`src/rtl/smb_pec_unit.sv`:
```
module smb_pec_unit #(
  parameter int         CNT_W = 6,
  parameter logic [7:0] POLY  = 8'h07
) (
  input  logic             clk,
  input  logic             rst_n,
  input  logic             start_i,
  input  logic             rstart_i,
  input  logic             stop_i,
  input  logic             byte_vld_i,
  input  logic [7:0]       byte_i,
  input  logic [CNT_W-1:0] len_nopec_i,
  output logic [7:0]       pec_o,
  output logic             pec_ok_o,
  output logic             pec_err_o
);

  localparam logic [CNT_W-1:0] CNT_MAX = {CNT_W{1'b1}};

  logic [7:0]       crc;
  logic [CNT_W-1:0] cnt;
  logic             active;
  logic             rd_phase;
  logic             ok_q;
  logic             err_q;
  logic             pec_slot;

  function automatic logic [7:0] crc_step(input logic [7:0] c, input logic [7:0] d);
    logic [7:0] x;
    x = c ^ d;
    for (int i = 0; i < 8; i++)
      x = x[7] ? ((x << 1) ^ POLY) : (x << 1);
    return x;
  endfunction

  assign pec_slot = ({1'b0, cnt} == ({1'b0, len_nopec_i} + (CNT_W+1)'(1)));

  always_ff @(posedge clk) begin
    if (!rst_n) begin
      crc      <= 8'h00;
      cnt      <= '0;
      active   <= 1'b0;
      rd_phase <= 1'b0;
      ok_q     <= 1'b0;
      err_q    <= 1'b0;
    end else begin
      ok_q  <= 1'b0;
      err_q <= 1'b0;
      if (start_i) begin
        crc      <= 8'h00;
        cnt      <= '0;
        active   <= 1'b1;
        rd_phase <= 1'b0;
      end else if (active) begin
        if (stop_i) begin
          active <= 1'b0;
          if (!rd_phase && pec_slot) begin
            ok_q  <= (crc == 8'h00);
            err_q <= (crc != 8'h00);
          end
        end else begin
          if (rstart_i) rd_phase <= 1'b1;
          if (byte_vld_i) begin
            crc <= crc_step(crc, byte_i);
            if (cnt != CNT_MAX) cnt <= cnt + CNT_W'(1);
          end
        end
      end
    end
  end

  assign pec_o     = crc;
  assign pec_ok_o  = ok_q;
  assign pec_err_o = err_q;

  AST_START_ZERO: assert property (@(posedge clk) disable iff (!rst_n)
    start_i |=> (pec_o == 8'h00));
  AST_HOLD_IDLE: assert property (@(posedge clk) disable iff (!rst_n)
    (!start_i && !byte_vld_i) |=> $stable(pec_o));
  AST_OK_AFTER_STOP: assert property (@(posedge clk) disable iff (!rst_n)
    pec_ok_o |-> ($past(stop_i) && !pec_err_o));
  AST_ERR_AFTER_STOP: assert property (@(posedge clk) disable iff (!rst_n)
    pec_err_o |-> $past(stop_i));
  AST_ERR_ONE_CYCLE: assert property (@(posedge clk) disable iff (!rst_n)
    pec_err_o |=> !pec_err_o);
  AST_READ_NO_CHECK: assert property (@(posedge clk) disable iff (!rst_n)
    (stop_i && !start_i && rd_phase) |=> (!pec_err_o && !pec_ok_o));

endmodule

```
`config.mk`:
```
export PLATFORM = sky130hd
export DESIGN_NAME = smb_pec_unit
export DESIGN_NICKNAME = d
export VERILOG_FILES = /design/src/rtl/smb_pec_unit.sv
export SDC_FILE = /design/constraint.sdc
export NUM_CORES = 1
export LEC_CHECK = 0
export ABC_AREA = 1
export BUFFER_PORTS_ARGS = -buffer_cell sky130_fd_sc_hd__buf_2
export CAP_MARGIN = 20
export CORE_MARGIN = 1
export CORE_UTILIZATION = 40
export DETAILED_ROUTE_END_ITERATION = 10
export GPL_ROUTABILITY_DRIVEN = 0
export HOLD_SLACK_MARGIN = 0.02
export PLACE_DENSITY_LB_ADDON = 0.1
export SETUP_SLACK_MARGIN = 0.15
export SLEW_MARGIN = 20
export SYNTH_ARGS = -nofsm -noshare
export SYNTH_HDL_FRONTEND = slang
export SYNTH_SLANG_ARGS = --single-unit
```
`constraint.sdc`:
```
create_clock -name clk -period 2 [get_ports clk]
set_input_delay 0.1 -clock clk [delete_from_list [all_inputs] [get_ports clk]]
set_output_delay 0.1 -clock clk [all_outputs]
set_load 0.02 [all_outputs]
```
**After elaboration in Yosys (flattened, before gate mapping)**

Index checks and enable logic that the tools add are counted.

- Register bits after elaboration: 18
- Input bits: 20
- Output and inout port bits: 10

- Add/sub/neg operators: 2
- Eq/ne operators: 2
- Muxes and demuxes: 11
- Bitwise logic cells: 13
- Reductions and logical operators: 9

Operators with widths:

| cell | count |
|---|---|
| 3-bit two-way mux | 8 |
| 3-bit NOT | 8 |
| 8-bit logical NOT | 1 |
| 8-bit nonzero test | 1 |
| 8-bit bitwise XOR | 1 |
| 6-bit by 1-bit adder with 7-bit output, second input constant | 1 |
| 6-bit by 7-bit == test with 1-bit output | 1 |
| 6-bit by 1-bit adder with 6-bit output, second input constant | 1 |
| 6-bit != test, second input constant | 1 |
| 3-bit AND reduction | 2 |
| 5-bit OR reduction | 1 |
| 1-bit NOT | 4 |
| 4-bit AND reduction | 1 |
| 1-bit two-way mux | 3 |
| 2-bit OR reduction | 1 |
| 1-bit logical AND | 1 |
| 1-bit logical NOT | 1 |

**Depth between registers and ports, before layout**

- Depth in word-level cells: 17
- Depth in mapped cells: 11
- Mapped depth without buffers: 11

**Worst setup path before layout**

Ideal clock, no wire load.

- Kind: register -> register
- Start: register crc[7], in the netlist pec_o[7]
- End: register crc[2], in the netlist pec_o[2]
- Library setup time: 0.110 ns
- Data arrival time: 1.195 ns
- Data required time: 1.890 ns
- Path slack: 0.695 ns
- Stages on the path, launching flop included: 12
- Buffers on the path: 0
- Period minus slack after synthesis: 1.305 ns
- Cell sequence: dfxtp_1 inv_1 nand2_1 nand2_2 nand2_1 nand2_2 inv_1 nand3_1 nand3_1 nand2_1 inv_1 nor2_1

- Cells in the longest elaborated chain, start to end: 5
- Elaborated cells between the ends (all ways): 7

RTL lines:

| item | RTL line | source |
|---|---|---|
| start: declaration | 20 | `logic [7:0] crc;` |
| start signal: assignment | 64 | `crc <= crc_step(crc, byte_i);` |
| 8-bit bitwise XOR * | 30 | `x = c ^ d;` |
| 3-bit two-way mux * | 32 | `x = x[7] ? ((x << 1) ^ POLY) : (x << 1);` |
| 3-bit two-way mux or 3-bit NOT (tied branches) | - |  |
| 3-bit NOT (no source line) or 3-bit two-way mux (tied branches) | - |  |
| 3-bit two-way mux * | 32 |  |

Mark *: on every way between the ends. The rest lies on a longest branch, timed or not.
A chain may end at the register's enable or synchronous reset.

**Final worst setup path**

- Start: register cnt[0]
- End: register cnt[3]

- Cells in the longest elaborated chain, start to end: 2
- Elaborated cells between the ends (all ways): 3

RTL lines:

| item | RTL line | source |
|---|---|---|
| start: declaration | 21 | `logic [CNT_W-1:0] cnt;` |
| start signal: assignment | 65 | `if (cnt != CNT_MAX) cnt <= cnt + CNT_W'(1);` |
| parallel branches: the longest is 2 deep, another holds 6-bit by 1-bit adder with 6-bit output | - |  |

Several ways; the timed one is not identified.

==> impl_table.tex <==
\begin{tabular}{lr}
\hline
Metric & Value \\
\hline
\multicolumn{2}{l}{\textbf{Status}} \\
Outcome & finished, violations left \\
Violations in the final reports & design-rule violations \\
\multicolumn{2}{l}{\textbf{Synth}} \\
Share of Yosys cell area claimed by the top area cell type & 0.2927 \\
Syn Std Cell Area & 0.001231 mm\^{}2 \\
Post-synth EDFFs & 0 \\
Share of synthesized area occupied by flip-flops and latches & 0.2927 \\
Count of distinct cell types in the synthesized netlist & 22 \\
Ranking of synthesized cells by area & dfxtp\_1 29\%, nand2\_1 16\%, inv\_1 9.5\% \\
Async set-reset flop share out of synthesis & 0 \\
Yosys warnings & 0 \\
Number of instances in the synthesized netlist & 191 \\
Ys flop type & dfxtp\_1 \\
Post-synthesis sequential element count & 18 \\
Post-synth top area cell & dfxtp\_1 \\
Post-synthesis average cell area & 6.446 um\^{}2 \\
Synthesized net count & 213 \\
\multicolumn{2}{l}{\textbf{GRT}} \\
Antenna violations before repair & 0 \\
First-pass GRT wire length & 4698 um \\
Overall Global Routing Usage & 0.1817 \\
Pin count of the biggest net entering global routing & 12 \\
Overflow left after global routing & 0 \\
Vias in the first global route & 1107 \\
\multicolumn{2}{l}{\textbf{Final layout}} \\
Area Growth Syn to Fin & 17.48\% \\
Proportion of layout cells with a drive suffix above 1 & 0.1749 \\
Final core utilization & 0.5113 \\
\# nets final & 246 \\
Number of diodes added for antenna fixing & 0 \\
\multicolumn{2}{l}{\textbf{Routing}} \\
Antenna-violating nets left & 0 \\
Via total after detailed routing & 1241 \\
Vias per cell & 4.886 \\
Per-cell routed wire length & 10.48 um \\
Initial DRC count & 81 \\
DRT Wirelength & 2663 um \\
First-pass detailed-route iteration total & 7 \\
DRC Markers & 2 \\
\multicolumn{2}{l}{\textbf{Setup path}} \\
Critical setup path kind & flip-flop to flip-flop \\
Reg2Reg Setup Slack & 0.64 ns \\
Startpoint of the worst register-to-register path & cnt[0] \\
Cells along the critical path & ha\_1 > nand2\_1 > nor3\_1 > nor2\_2 > nand4\_1 > o21ai\_0 > a21oi\_1 \\
Bufs and invs on worst path & 0 \\
CP required & 2.20 ns \\
Worst reg-to-reg path cell count & 7 \\
Top Family by Delay on Critical Path & simple AND/OR/NAND/NOR gates \\
Cell with the largest stage delay on the worst path & dfxtp\_1 \\
Worst reg2reg path endpoint & cnt[3] \\
Critical Path Source Type & flip-flop \\
Max FO, Critical Path & 5 \\
Worst endpoint data arrival time & 1.57 ns \\
Count of cell instances traversed by the critical path & 7 \\
Endpoint class of the critical path & flip-flop \\
Largest stage delay on the critical path & 0.36 ns \\
\multicolumn{2}{l}{\textbf{Floorplan}} \\
Die Width & 57.48 um \\
Die Span Y & 57.48 um \\
Floorplan die area & 0.003304 mm\^{}2 \\
FP Rows & 19 \\
I/O pin total & 30 \\
Starting density of the core & 0.4352 \\
Area of the placeable core & 0.002829 mm\^{}2 \\
\multicolumn{2}{l}{\textbf{Pwr}} \\
Portion of total power attributed to sequential cells & 0.481 \\
Leakage dissipation & 0.7389 nW \\
Part of the power in the clock network & 0.309 \\
Sw Share & 0.2956 \\
Net switching power of the design & 0.2270 mW \\
Power per cell area & 530.9 mW/mm\^{}2 \\
Max VDD drop & 0.2746 mV \\
Cell internal power dissipation & 0.5409 mW \\
Combinational power share & 0.209 \\
\multicolumn{2}{l}{\textbf{Placement}} \\
Input/output buffers & 29 \\
Worst Setup Slack post-DPL & 0.6621 ns \\
Half-perimeter wire length of the detailed placement result & 2112 um \\
\multicolumn{2}{l}{\textbf{Job}} \\
Number of maximum-capacitance violations & 0 \\
\multicolumn{2}{l}{\textbf{CTS}} \\
Cts bufs inserted & 3 \\
Count of hold-fix buffers inserted at cts & 0 \\
Clock root buffer & clkbuf\_4 \\
Clock tree from TritonCTS & built \\
CTS clk-pin slew, worst paths & 0.11 ns \\
Later-pin clock latency in the skew report & 0.30 ns \\
Post-CTS Setup Bufs & 0 \\
Depth of the CTS H-tree & 1 \\
Num Clock Sinks & 18 \\
Post-CTS sizing & 0 \\
Max Root-Sink Buffers & 2 \\
\multicolumn{2}{l}{\textbf{Hold path}} \\
Path type of the worst min-delay path & input port to flip-flop \\
Worst Hold End & rd\_phase \\
Worst hold stages & 3 \\
Critical hold path startpoint & rstart\_i \\
\multicolumn{2}{l}{\textbf{Timing}} \\
Unrepaired setup endpoints after global routing & no \\
Final cycle utilization of the critical path & 0.6824 \\
Post-layout min period & 1.365 ns \\
Slew at the pin closest to its max-slew limit & 0.4105 ns \\
Final Hold Fails & 0 \\
Clk\_skew & 0.005769 ns \\
Final setup violation count & 0 \\
Headroom to the max-slew limit & 0.7238 \\
Max-slew violation count & 0 \\
Total Negative Setup Slacks & 0 ns \\
Crit path setup slack, layout & 0.6352 ns \\
Maximum frequency from static timing analysis & 732.7 MHz \\
\hline
\end{tabular}
==> sequential cells by signal (all words and copies together), names as in the netlist <==
register	flops
active	1
pec_ok_o	1
pec_o	8
cnt	6
pec_err_o	1
rd_phase	1
==> layout make-up <==
type,count,area [um^2]
Fill cell,304,1383
Multi-Input combinational cell,141,749.5
Sequential cell,18,360.3
Timing Repair Buffer,29,145.1
Inverter,31,116.4
Clock buffer,4,36.28
Tap cell,31,38.79
==> worst min-delay path: stages <==
cell and delay (ns):
buf_2 0.09, nand3_1 0.06, a21oi_1 0.05
==> metal layers <==
metal  vias up  global-route usage  part of all wire
li1        664                   -                 -
met1       538              0.2671              0.51
met2        34              0.2691              0.43
met3         5             0.02041             0.041
met4         0             0.07317             0.014
met5         -                   0                 0
==> worst max-delay path by stage <==
stage	from	to	slack (ns)
after global routing	cnt[0]	cnt[3]	0.49
final	cnt[0]	cnt[3]	0.64
after detailed placement	cnt[0]	cnt[3]	0.66
after CTS	cnt[0]	cnt[3]	0.64
after floorplan	pec_o[7]	pec_o[2]	0.70
after global placement	cnt[0]	cnt[3]	0.69
==> stage by stage <==
step	hold slack [ns]	cell area (um^2)	cells	power [mW]
global placement	0.3656	1410	250	0.5332
floorplan	0.2538	1231	191	0.4895
finish	0.04738	1446	254	0.7679
CTS	0.04534	1446	254	0.7740
detailed placement	0.3755	1410	250	0.5386
global route	0.04322	1446	254	0.8172
==> power groups by stage <==
stage / Sequential [mW] / Combinational [mW] / Clock [mW]
after CTS: 0.370 / 0.161 / 0.243
final: 0.370 / 0.161 / 0.237
after floorplan: 0.380 / 0.109 / 0
after detailed placement: 0.378 / 0.161 / 0
after global routing: 0.371 / 0.184 / 0.263
after global placement: 0.378 / 0.156 / 0
==> cell families after synthesis <==
| family | count (synthesis) | share of synthesized area |
|---|---|---|
| compound gates | 28 | 0.1159 |
| flops | 18 | 0.2927 |
| simple gates | 91 | 0.3242 |
| buf+inv | 32 | 0.09857 |
| fa+ha+maj | 2 | 0.02032 |
| xor+xnor | 20 | 0.1484 |
==> placed cells by master, fill, tap and decap left out <==
cell type and n:
a21boi_0 1, a21oi_1 14, and3_1 1, buf_2 29
clkbuf_4 3, clkbuf_8 1, dfxtp_1 18, ha_1 2
inv_1 31, nand2_1 51, nand2_2 3, nand3_1 14
nand3_4 1, nand3b_1 1, nand4_1 2, nor2_1 14
nor2_2 1, nor3_1 2, nor4_1 1, o21ai_0 11
o21ai_1 2, xnor2_1 10, xnor2_2 1, xor2_1 9
==> cells in the mapped netlist (all sizes together) (2+ instances only) <==
master,n
nor2,15
nand4,2
xor2,9
a21oi,14
inv,31
dfxtp,18
nor3,2
xnor2,11
nand2,54
nand3,15
ha,2
o21ai,13
Power figures use the tool's default switching activity.
